==> src/rtl/xlat_walker_pkg.sv <==
package xlat_walker_pkg;

   // Meaning of a table word once its level and low bits are known.
   typedef enum logic [2:0] {
      K_FAULT = 3'd0,
      K_NEXT  = 3'd1,
      K_SECT  = 3'd2,
      K_LARGE = 3'd3,
      K_SMALL = 3'd4
   } ent_kind_e;

   typedef enum logic [2:0] {
      ST_IDLE    = 3'd0,
      ST_L1_ASK  = 3'd1,
      ST_L1_WAIT = 3'd2,
      ST_L2_ASK  = 3'd3,
      ST_L2_WAIT = 3'd4
   } walk_state_e;

endpackage

==> src/rtl/xlat_entry_decode.sv <==
// Classifies a table word from its two low bits; LEVEL picks the code set.
module xlat_entry_decode
   import xlat_walker_pkg::*;
#(
   parameter int LEVEL = 1
) (
   input  logic [1:0] type_bits,
   output ent_kind_e  kind
);

   generate
      if (LEVEL == 1) begin : g_first
         always_comb begin
            unique case (type_bits)
               2'b01:   kind = K_NEXT;
               2'b10:   kind = K_SECT;
               default: kind = K_FAULT;
            endcase
         end
      end else if (LEVEL == 2) begin : g_second
         always_comb begin
            if (type_bits[1])      kind = K_SMALL;
            else if (type_bits[0]) kind = K_LARGE;
            else                   kind = K_FAULT;
         end
      end else begin : g_bad
         $error("xlat_entry_decode: LEVEL must be 1 or 2");
         assign kind = K_FAULT;
      end
   endgenerate

endmodule

==> src/rtl/xlat_addr_gen.sv <==
// Forms the byte addresses of the first- and second-level table words.
module xlat_addr_gen #(
   parameter int ADDR_W        = 32,
   parameter int SECT_SHIFT    = 20,
   parameter int SPAGE_SHIFT   = 12,
   parameter int L2_BASE_SHIFT = 10,
   parameter int WORD_SHIFT    = 2,
   parameter bit JOIN_ALIGNED  = 1'b0
) (
   input  logic [ADDR_W-1:0] tbl_base,
   input  logic [ADDR_W-1:0] va_new,
   input  logic [ADDR_W-1:0] va_held,
   input  logic [ADDR_W-1:0] l1_entry,
   output logic [ADDR_W-1:0] l1_addr,
   output logic [ADDR_W-1:0] l2_addr
);

   localparam int L1_IDX_W = ADDR_W - SECT_SHIFT;
   localparam int L2_IDX_W = SECT_SHIFT - SPAGE_SHIFT;
   localparam int L1_PAD   = ADDR_W - L1_IDX_W - WORD_SHIFT;
   localparam int L2_PAD   = ADDR_W - L2_IDX_W - WORD_SHIFT;
   localparam logic [ADDR_W-1:0] L2_BASE_MASK = ~((ADDR_W'(1) << L2_BASE_SHIFT) - ADDR_W'(1));

   logic [ADDR_W-1:0] l1_off;
   logic [ADDR_W-1:0] l2_off;
   logic [ADDR_W-1:0] l2_base;

   assign l1_off  = {{L1_PAD{1'b0}}, va_new[ADDR_W-1:SECT_SHIFT], {WORD_SHIFT{1'b0}}};
   assign l2_off  = {{L2_PAD{1'b0}}, va_held[SECT_SHIFT-1:SPAGE_SHIFT], {WORD_SHIFT{1'b0}}};
   assign l2_base = l1_entry & L2_BASE_MASK;

   generate
      if (JOIN_ALIGNED) begin : g_join
         // Bases known to be table-size aligned: OR in the index, no carry chain.
         assign l1_addr = tbl_base | l1_off;
         assign l2_addr = l2_base | l2_off;
      end else begin : g_add
         assign l1_addr = tbl_base + l1_off;
         assign l2_addr = l2_base + l2_off;
      end
   endgenerate

endmodule

==> src/rtl/xlat_pa_build.sv <==
// Joins the frame bits of the final table word with the page offset.
module xlat_pa_build
   import xlat_walker_pkg::*;
#(
   parameter int ADDR_W      = 32,
   parameter int SECT_SHIFT  = 20,
   parameter int LPAGE_SHIFT = 16,
   parameter int SPAGE_SHIFT = 12
) (
   input  ent_kind_e                    kind,
   input  logic [ADDR_W-1:SPAGE_SHIFT]  frame,
   input  logic [SECT_SHIFT-1:0]        va_off,
   output logic [ADDR_W-1:0]            pa
);

   always_comb begin
      unique case (kind)
         K_SECT:  pa = {frame[ADDR_W-1:SECT_SHIFT],  va_off[SECT_SHIFT-1:0]};
         K_LARGE: pa = {frame[ADDR_W-1:LPAGE_SHIFT], va_off[LPAGE_SHIFT-1:0]};
         K_SMALL: pa = {frame[ADDR_W-1:SPAGE_SHIFT], va_off[SPAGE_SHIFT-1:0]};
         default: pa = '0;
      endcase
   end

endmodule

==> src/rtl/xlat_walk_ctrl.sv <==
// Sequencer: request capture, the read handshakes and the result registers.
module xlat_walk_ctrl
   import xlat_walker_pkg::*;
#(
   parameter int ADDR_W = 32
) (
   input  logic              clk,
   input  logic              rst_n,
   input  logic              req_valid,
   input  logic [ADDR_W-1:0] req_va,
   input  logic [ADDR_W-1:0] tbl_base,
   input  logic              mem_req_ready,
   input  logic              mem_rsp_valid,
   input  ent_kind_e         l1_kind,
   input  ent_kind_e         l2_kind,
   input  logic [ADDR_W-1:0] l1_addr,
   input  logic [ADDR_W-1:0] l2_addr,
   input  logic [ADDR_W-1:0] pa_next,
   output logic              second_level,
   output logic [ADDR_W-1:0] va_q,
   output logic              busy,
   output logic              mem_req_valid,
   output logic [ADDR_W-1:0] mem_req_addr,
   output logic              done,
   output logic [ADDR_W-1:0] pa,
   output logic              fault,
   output logic              fault_level,
   output logic [ADDR_W-1:0] fault_va,
   output logic [ADDR_W-1:0] fault_base
);

   walk_state_e       state;
   logic [ADDR_W-1:0] base_q;
   logic [ADDR_W-1:0] addr_q;

   always_ff @(posedge clk) begin
      if (!rst_n) begin
         state       <= ST_IDLE;
         va_q        <= '0;
         base_q      <= '0;
         addr_q      <= '0;
         done        <= 1'b0;
         pa          <= '0;
         fault       <= 1'b0;
         fault_level <= 1'b0;
         fault_va    <= '0;
         fault_base  <= '0;
      end else begin
         done  <= 1'b0;
         fault <= 1'b0;
         unique case (state)
            ST_IDLE: begin
               if (req_valid) begin
                  va_q   <= req_va;
                  base_q <= tbl_base;
                  addr_q <= l1_addr;
                  state  <= ST_L1_ASK;
               end
            end
            ST_L1_ASK: begin
               if (mem_req_ready) state <= ST_L1_WAIT;
            end
            ST_L1_WAIT: begin
               if (mem_rsp_valid) begin
                  unique case (l1_kind)
                     K_NEXT: begin
                        addr_q <= l2_addr;
                        state  <= ST_L2_ASK;
                     end
                     K_SECT: begin
                        pa    <= pa_next;
                        done  <= 1'b1;
                        state <= ST_IDLE;
                     end
                     default: begin
                        fault       <= 1'b1;
                        fault_level <= 1'b0;
                        fault_va    <= va_q;
                        fault_base  <= base_q;
                        state       <= ST_IDLE;
                     end
                  endcase
               end
            end
            ST_L2_ASK: begin
               if (mem_req_ready) state <= ST_L2_WAIT;
            end
            ST_L2_WAIT: begin
               if (mem_rsp_valid) begin
                  if (l2_kind == K_LARGE || l2_kind == K_SMALL) begin
                     pa   <= pa_next;
                     done <= 1'b1;
                  end else begin
                     fault       <= 1'b1;
                     fault_level <= 1'b1;
                     fault_va    <= va_q;
                     fault_base  <= base_q;
                  end
                  state <= ST_IDLE;
               end
            end
            default: state <= ST_IDLE;
         endcase
      end
   end

   assign busy          = (state != ST_IDLE);
   assign mem_req_valid = (state == ST_L1_ASK) || (state == ST_L2_ASK);
   assign mem_req_addr  = addr_q;
   assign second_level  = (state == ST_L2_WAIT);

endmodule

==> src/rtl/xlat_walker.sv <==
module xlat_walker
   import xlat_walker_pkg::*;
#(
   parameter int ADDR_W        = 32,
   parameter int SECT_SHIFT    = 20,
   parameter int LPAGE_SHIFT   = 16,
   parameter int SPAGE_SHIFT   = 12,
   parameter int L2_BASE_SHIFT = 10,
   parameter int WORD_BYTES    = 4,
   parameter bit JOIN_ALIGNED  = 1'b0
) (
   input  logic              clk,
   input  logic              rst_n,
   input  logic [ADDR_W-1:0] tbl_base,
   input  logic              req_valid,
   input  logic [ADDR_W-1:0] req_va,
   output logic              busy,
   output logic              mem_req_valid,
   input  logic              mem_req_ready,
   output logic [ADDR_W-1:0] mem_req_addr,
   input  logic              mem_rsp_valid,
   input  logic [ADDR_W-1:0] mem_rsp_data,
   output logic              done,
   output logic [ADDR_W-1:0] pa,
   output logic              fault,
   output logic              fault_level,
   output logic [ADDR_W-1:0] fault_va,
   output logic [ADDR_W-1:0] fault_base
);

   localparam int WORD_SHIFT = $clog2(WORD_BYTES);
   localparam int L2_IDX_W   = SECT_SHIFT - SPAGE_SHIFT;

   generate
      if (!(ADDR_W > SECT_SHIFT && SECT_SHIFT > LPAGE_SHIFT && LPAGE_SHIFT > SPAGE_SHIFT))
         begin : g_chk_order
            $error("xlat_walker: mapping sizes must be ordered section > large > small");
         end
      if ((1 << WORD_SHIFT) != WORD_BYTES) begin : g_chk_word
         $error("xlat_walker: WORD_BYTES must be a power of two");
      end
      if (L2_IDX_W + WORD_SHIFT > L2_BASE_SHIFT) begin : g_chk_l2
         $error("xlat_walker: second-level table overruns its base alignment");
      end
      if (L2_BASE_SHIFT > SPAGE_SHIFT || WORD_SHIFT >= L2_BASE_SHIFT) begin : g_chk_base
         $error("xlat_walker: second-level base field out of range");
      end
   endgenerate

   ent_kind_e         l1_kind;
   ent_kind_e         l2_kind;
   ent_kind_e         pa_kind;
   logic [ADDR_W-1:0] l1_addr;
   logic [ADDR_W-1:0] l2_addr;
   logic [ADDR_W-1:0] pa_next;
   logic [ADDR_W-1:0] va_q;
   logic              second_level;

   xlat_entry_decode #(.LEVEL(1)) u_dec_l1 (
      .type_bits (mem_rsp_data[1:0]),
      .kind      (l1_kind)
   );

   xlat_entry_decode #(.LEVEL(2)) u_dec_l2 (
      .type_bits (mem_rsp_data[1:0]),
      .kind      (l2_kind)
   );

   xlat_addr_gen #(
      .ADDR_W        (ADDR_W),
      .SECT_SHIFT    (SECT_SHIFT),
      .SPAGE_SHIFT   (SPAGE_SHIFT),
      .L2_BASE_SHIFT (L2_BASE_SHIFT),
      .WORD_SHIFT    (WORD_SHIFT),
      .JOIN_ALIGNED  (JOIN_ALIGNED)
   ) u_addr (
      .tbl_base (tbl_base),
      .va_new   (req_va),
      .va_held  (va_q),
      .l1_entry (mem_rsp_data),
      .l1_addr  (l1_addr),
      .l2_addr  (l2_addr)
   );

   assign pa_kind = second_level ? l2_kind : l1_kind;

   xlat_pa_build #(
      .ADDR_W      (ADDR_W),
      .SECT_SHIFT  (SECT_SHIFT),
      .LPAGE_SHIFT (LPAGE_SHIFT),
      .SPAGE_SHIFT (SPAGE_SHIFT)
   ) u_pa (
      .kind   (pa_kind),
      .frame  (mem_rsp_data[ADDR_W-1:SPAGE_SHIFT]),
      .va_off (va_q[SECT_SHIFT-1:0]),
      .pa     (pa_next)
   );

   xlat_walk_ctrl #(.ADDR_W(ADDR_W)) u_ctrl (
      .clk           (clk),
      .rst_n         (rst_n),
      .req_valid     (req_valid),
      .req_va        (req_va),
      .tbl_base      (tbl_base),
      .mem_req_ready (mem_req_ready),
      .mem_rsp_valid (mem_rsp_valid),
      .l1_kind       (l1_kind),
      .l2_kind       (l2_kind),
      .l1_addr       (l1_addr),
      .l2_addr       (l2_addr),
      .pa_next       (pa_next),
      .second_level  (second_level),
      .va_q          (va_q),
      .busy          (busy),
      .mem_req_valid (mem_req_valid),
      .mem_req_addr  (mem_req_addr),
      .done          (done),
      .pa            (pa),
      .fault         (fault),
      .fault_level   (fault_level),
      .fault_va      (fault_va),
      .fault_base    (fault_base)
   );

endmodule

==> config.mk <==
export PLATFORM = sky130hd
export DESIGN_NAME = xlat_walker
export DESIGN_NICKNAME = d
export VERILOG_FILES = /design/src/rtl/xlat_walker_pkg.sv /design/src/rtl/xlat_entry_decode.sv /design/src/rtl/xlat_addr_gen.sv /design/src/rtl/xlat_pa_build.sv /design/src/rtl/xlat_walk_ctrl.sv /design/src/rtl/xlat_walker.sv
export SDC_FILE = /design/constraint.sdc
export NUM_CORES = 1
export LEC_CHECK = 0
export BUFFER_PORTS_ARGS = -buffer_cell sky130_fd_sc_hd__buf_2
export CAP_MARGIN = 20
export CORE_UTILIZATION = 50
export CTS_CLUSTER_DIAMETER = 80
export DETAILED_ROUTE_END_ITERATION = 10
export PLACE_DENSITY_LB_ADDON = 0.25
export SLEW_MARGIN = 20
export SYNTH_ARGS = -nofsm -noshare
export SYNTH_HDL_FRONTEND = slang
export SYNTH_SLANG_ARGS = --single-unit
==> constraint.sdc <==
create_clock -name clk -period 5.65 [get_ports clk]
set_input_delay 1.13 -clock clk [delete_from_list [all_inputs] [get_ports clk]]
set_output_delay 1.13 -clock clk [all_outputs]
set_load 0.005 [all_outputs]
==> results of run 1 <==
## cell families (layout without fill, tap and decap cells)
kind of cell	count (synthesis)	count (layout)	share of synthesized area (%)
and+or+nand+nor	435	435	21.8
AOI/OAI and AO/OA	278	278	20.7
DFF	198	198	46.8
buffers and inverters	83	274	5.13
xor gates and xnor gates	20	20	2.07
adders and majority gates	17	17	2.60
muxes	7	7	0.886
other	0	1	0
## registers in the layout, summed over array words and instances (netlist names)
register,flops
u_ctrl.va_q,32
u_ctrl.base_q,32
u_ctrl.fault_level,1
u_ctrl.pa,32
u_ctrl.state,3
u_ctrl.fault_va,32
u_ctrl.mem_req_addr,32
u_ctrl.done,1
u_ctrl.fault,1
u_ctrl.fault_base,32
## synthesized netlist by cell type, types with 6 or more instances
cell type,count
nand3_1,11
a31oi_1,6
nand2_1,308
o22ai_1,10
a21oi_1,169
buf_6,9
o21ai_0,10
a22oi_1,32
o211ai_1,7
xnor2_1,17
and3_1,22
a22o_1,8
clkbuf_1,37
nand4b_1,6
ha_1,16
inv_1,8
nor2_1,54
or3_1,6
buf_4,8
buf_2,20
dfxtp_1,198
## placed cells by master (no fill, tap or decap), types with 7 or more instances in the layout
cell       synthesis  routed
nand2_1          308     306
buf_2             20     225
dfxtp_1          198     198
a21oi_1          169     169
nor2_1            54      54
a22oi_1           32      32
and3_1            22      22
xnor2_1           17      17
clkbuf_16          0      17
ha_1              16      16
nand3_1           11      11
o21ai_0           10      10
o22ai_1           10      10
a22o_1             8       8
o211ai_1           7       7
inv_1              8       7
clkinv_2           0       7
buf_4              8       7
## worst register-to-register path: stages, from the launching register on
cell and delay, ns:
dfxtp_1 0.56, nor3b_2 0.85, nand2_1 0.15, o21ai_2 0.12, a21oi_4 0.05, nand2_2 0.38, buf_4 0.51, nand2_1 0.17
a21oi_1 0.18
## cell type report
class	instances	area, µm²	area share, %
antenna	1	2.50	0.0247
clock buffer	19	443	4.37
clock inverter	13	130	1.28
inverter	9	38.8	0.383
multi-input combinational	757	4090	40.4
sequential	198	3960	39.1
tap	220	275	2.72
timing repair buffer	233	1190	11.7
## routing by layer
metal	part of all wire [%]	vias to the layer above	wire (µm)
li1	-	3909	-
met1	46	3692	10900
met2	45	239	10800
met3	6.7	33	1590
met4	1.9	0	459
met5	0	-	0
## where the power goes
group	total [µW]	internal (µW)	leakage, µW	switching, µW
sequential	1510	1470	0.00161	43.3
clock	1200	663	0.000291	538
combinational	434	159	0.00239	276
## path summary, 6_finish.rpt
| path | startpoint | to | slack (ns) | depth (start not counted) |
|---|---|---|---|---|
| worst max-delay path | u_ctrl.state[1] | u_ctrl.fault_base[8] | 2.59 | 8 |
| worst min-delay path | u_ctrl.mem_req_addr[5] | u_ctrl.mem_req_addr[5] | 0.45 | 2 |
| worst max register to register | u_ctrl.state[1] | u_ctrl.fault_base[8] | 2.59 | 8 |
| worst min register to register | u_ctrl.mem_req_addr[5] | u_ctrl.mem_req_addr[5] | 0.45 | 2 |
## through the flow
step	cells	hold slack, ns	utilization, %	cell area [µm²]
after floorplan	1038	0.432	-	8470
after global placement	1416	0.437	57.6	9550
after detailed placement	1416	0.443	57.6	9550
after CTS	1448	0.451	61.0	10100
after global routing	1450	0.462	61.1	10100
final	1450	0.450	61.1	10100
==> impl_metrics.json, run 1 <==
{
  "clockBufferDepth": 2,
  "cp_top_family": "simple AND/OR/NAND/NOR gates",
  "drc": 0,
  "post-cts-setup-buffers": 0,
  "die_y_um": 132,
  "setup_tns_ns": 0,
  "crit_path_start_kind": "register",
  "cp-end-kind": "register",
  "place_congestion": 0.831,
  "use_met3_pct": 6.15,
  "setup_slack_ns": 2.59,
  "die_area_um2": 17500,
  "drive_above_1_share_pct": 24.2,
  "viasPerCell": 5.43,
  "worst_slew_pin_slew_ns": 0.998,
  "area_growth_pct": 19.7,
  "final.setup_skew_ns": 0.00522,
  "hold_class": "register to register",
  "finalNetCount": 1334,
  "synth_cells": 1038,
  "path_cells": "nor3b_2 > nand2_1 > o21ai_2 > a21oi_4 > nand2_2 > buf_4 > nand2_1 > a21oi_1",
  "port_buffers": 225,
  "critical_path_class": "register to register",
  "path_common_cell": "nand2_1",
  "syn_area_per_cell_um2": 8.16,
  "antenna_found_initial": 1,
  "status": "finished clean",
  "synth_flop_cell": "dfxtp_1",
  "cts-resized-gates": 0,
  "crit_required_ns": 6.00,
  "grtUsageMet2_pct": 41.2,
  "crit_arrival_ns": 3.40,
  "numCtsBuffers": 17,
  "synth_fp_nets": 1156,
  "nFillCells": 1550,
  "synth.distinct_cells": 66,
  "pre_cts_ws_ns": 2.24,
  "die_x_um": 132,
  "num_rows": 47,
  "synth_top_cell_area_share_pct": 46.8,
  "grt_usage_pct": 26.8,
  "yosys.area.top_type": "dfxtp_1",
  "wire_per_inst_um": 16.4,
  "first_pass_iters": 5,
  "routed_wl_mm": 23.7,
  "synthTopCellsByArea": "dfxtp_1 (47%), nand2_1 (14%), a21oi_1 (10%)",
  "cp_slowest_stage_delay_ns": 0.85,
  "drt_iter0_drc": 585,
  "period_minus_slack_ns": 3.06,
  "gr-total-overflow": 0,
  "syn_area_um2": 8470,
  "cts.clk_slew.worst_paths_ns": 0.07,
  "vias": 7873,
  "htreeDepth": 4,
  "drv_slew": 0,
  "grt_pass1_wl_mm": 37.1,
  "pwr_density_cell_nw_per_um2": 310,
  "max_slew_margin_pct": 33.4,
  "cts.sinks": 198,
  "clock-root-buffer": "clkbuf_16",
  "critical_path_buf_inv_count": 1,
  "ys_ff_latch": 198,
  "yosysSeqAreaShare_pct": 46.8,
  "use_met1_pct": 36.6,
  "finalSetupViolCount": 0,
  "top_usage_layer": "met2",
  "synthArstFlopShare_pct": 0,
  "drv_cap": 0,
  "grt_max_degree": 111,
  "irDropWorstVdd_v": 0.000216,
  "leakagePower_uw": 0.00429,
  "yosys_warnings": 0,
  "core_um2": 16600,
  "grt_pass1_vias": 7026,
  "cpMaxStageDelayCell": "nor3b_2",
  "final_antenna_net_count": 0,
  "start_util_pct": 51.1,
  "hold_viol_final": 0,
  "fmax_ghz": 0.327,
  "fin_crit_sh_pct": 54.1,
  "post-dp-hpwl_mm": 16.0,
  "synth_edf_count": 0,
  "rsz0062_at_grt": "no",
  "cp_max_fo": 45,
  "ctsHoldBuffers": 0,
  "total_power_uw": 3140,
  "ios": 234,
  "insertion_delay_ns": 0.43,
  "cts_tree": "yes"
}
Power figures use the tool's default switching activity.
==> inputs of run 2 (changes only) <==
Settings changed: ABC_AREA set to 1, CORE_UTILIZATION 50 to 48.
Clock period 5.65 ns to 2.6 ns, I/O delays scaled along.
==> impl_metrics.json, run 2 <==
{
  "yosys.cell_count.top_type": "nor2_1",
  "first_pass_iters": 5,
  "drv_cap": 0,
  "final_common_cell": "nor2_1",
  "cts-resized-gates": 0,
  "ctsHoldBuffers": 0,
  "port_buffers": 225,
  "leakagePower_uw": 0.00529,
  "critical_path_buf_inv_count": 1,
  "cp_top_family": "simple AND/OR/NAND/NOR gates",
  "crit_arrival_ns": 2.65,
  "irDropWorstVdd_v": 0.000651,
  "grt_pass1_wl_mm": 39.7,
  "crit_path_start_kind": "register",
  "grt_usage_pct": 27.7,
  "synth.distinct_cells": 34,
  "cp_slowest_stage_delay_ns": 0.79,
  "rsz0062_at_grt": "no",
  "num_rows": 48,
  "crit_required_ns": 2.96,
  "setup_tns_ns": 0,
  "post_dp_cell_area_um2": 9940,
  "area_growth_pct": 22.6,
  "viasPerCell": 5.17,
  "yosys.area.top_type": "dfxtp_1",
  "switching_share_pct": 38.4,
  "die_x_um": 136,
  "fin_crit_sh_pct": 88.0,
  "gr-total-overflow": 0,
  "synth_top_cell_area_share_pct": 46.1,
  "max_slew_margin_pct": 31.3,
  "antenna_found_initial": 1,
  "core_um2": 17400,
  "switchingPower_uw": 4150,
  "synthArstFlopShare_pct": 0,
  "fmax_ghz": 0.437,
  "synth_flop_cell": "dfxtp_1",
  "setup_slack_ns": 0.313,
  "syn_area_um2": 8600,
  "drive_above_1_share_pct": 19.7,
  "cpMaxStageDelayCell": "nor3_4",
  "pre_cts_ws_ns": 0.104,
  "insertion_delay_ns": 0.43,
  "finalNetCount": 1545,
  "place_congestion": 0.902,
  "final_antenna_net_count": 0,
  "pwr-share-clk_pct": 25.0,
  "drv_slew": 0,
  "total_power_uw": 10800,
  "sequentialPowerShare_pct": 40.6,
  "vias": 8606,
  "drc": 0,
  "status": "finished clean",
  "final_cell_mix": "nor2_1 (251), nand2_1 (235), buf_2 (224), dfxtp_1 (198), o21ai_0 (164)",
  "ys_ff_latch": 198,
  "hold_class": "input port to register",
  "hold_viol_final": 0,
  "p_int_uw": 6650,
  "combPwrFrac_pct": 34.4,
  "cp-end-kind": "register",
  "htreeDepth": 4,
  "synthTopCellsByArea": "dfxtp_1 (46%), nor2_1 (11%), nand2_1 (10%)",
  "synth_edf_count": 0,
  "path_cells": "nor2_2 > nand2_2 > inv_2 > nand2_2 > nand2_1 > nor2_2 > nor3_1 > nor3_4 > nand2_1 > a21oi_1",
  "cts_tree": "yes",
  "start_util_pct": 49.4,
  "numCtsBuffers": 17,
  "worst_slew_pin_slew_ns": 1.03,
  "synth_cells": 1235,
  "grt_pass1_vias": 7660,
  "post-cts-setup-buffers": 0,
  "die_area_um2": 18500,
  "finalInstanceArea_um2": 10500,
  "synth_common_cells": "nor2_1 (253), nand2_1 (235), dfxtp_1 (198)",
  "yosys_warnings": 0,
  "cts.clk_slew.worst_paths_ns": 0.08,
  "period_minus_slack_ns": 2.29,
  "critical_path_class": "register to register",
  "ios": 234,
  "final.setup_skew_ns": 0.00828,
  "routed_wl_mm": 25.7,
  "cp_max_fo": 24,
  "drt_iter0_drc": 618,
  "synth_fp_nets": 1353,
  "wire_per_inst_um": 15.4,
  "pwr_density_cell_nw_per_um2": 1020,
  "yosysSeqAreaShare_pct": 46.1,
  "grt_max_degree": 146,
  "clockBufferDepth": 2,
  "die_y_um": 136,
  "cts.sinks": 198,
  "clock-root-buffer": "clkbuf_16",
  "post-dp-hpwl_mm": 18.3,
  "finalSetupViolCount": 0,
  "syn_area_per_cell_um2": 6.96
}
==> run 2: final cells by class <==
cell class	count	area [µm²]
fillers	1675	6870
clock inverters	15	179
multi-input cells	888	4070
flip-flops and latches	198	3960
diodes	1	2.50
well taps	225	282
repair buffers	237	1310
clock buffers	17	425
inverters	85	319
==> run 2: kinds of logic (layout without fill, tap and decap cells) <==
group | after synthesis | in the layout | synth area share, %
fa+ha+maj | 17 | 17 | 2.56
buf+inv | 149 | 354 | 6.78
simple gates | 565 | 565 | 26.3
other cells | 0 | 1 | 0
flops | 198 | 198 | 46.1
xor+xnor | 8 | 8 | 0.815
compound gates | 298 | 298 | 17.5
==> run 2: path summary, 6_finish.rpt <==
| kind | from | to | slack, ns | cells past startpoint |
|---|---|---|---|---|
| setup / recovery | u_ctrl.state[0] | u_ctrl.pa[4] | 0.31 | 10 |
| hold / removal | req_va[4] | u_ctrl.va_q[4] | 0.31 | 3 |
| setup reg to reg | u_ctrl.state[0] | u_ctrl.pa[4] | 0.31 | 10 |
| hold reg to reg | u_ctrl.va_q[31] | u_ctrl.fault_va[31] | 0.46 | 2 |
==> run 2: metrics by stage <==
step / utilization, % / instances / hold WS (ns)
after floorplan: - / 1235 / 0.430
after global placement: 57.1 / 1633 / 0.446
after detailed placement: 57.1 / 1633 / 0.452
after CTS: 60.5 / 1665 / 0.293
after global routing: 60.5 / 1665 / 0.301
final: 60.6 / 1666 / 0.311
==> run 2: power by group through the flow <==
stage	Combinational [µW]	Clock [µW]	Sequential, µW
5_1_grt	4200	2870	4480
4_1_cts	3720	2740	4370
3_5_place_dp	3700	0	4420
6_report	3710	2700	4380
3_3_place_gp	3630	0	4400
2_1_floorplan	2210	0	4400
==> run 2: worst reg2reg max path, delay by kind of cell (launching register included) <==
kind	cells	cell delay (ns)
and+or+nand+nor	8	1.56
AOI/OAI and AO/OA	1	0.18
DFF	1	0.41
buffers and inverters	1	0.07
==> run 2: routing by layer <==
metal	part of all wire (%)	vias to the layer above	routed length (µm)	track usage, %
li1	-	4377	-	-
met1	48	3879	12300	39.3
met2	43	322	11100	41.3
met3	7.3	28	1890	6.86
met4	1.8	0	465	8.64
met5	0	-	0	0
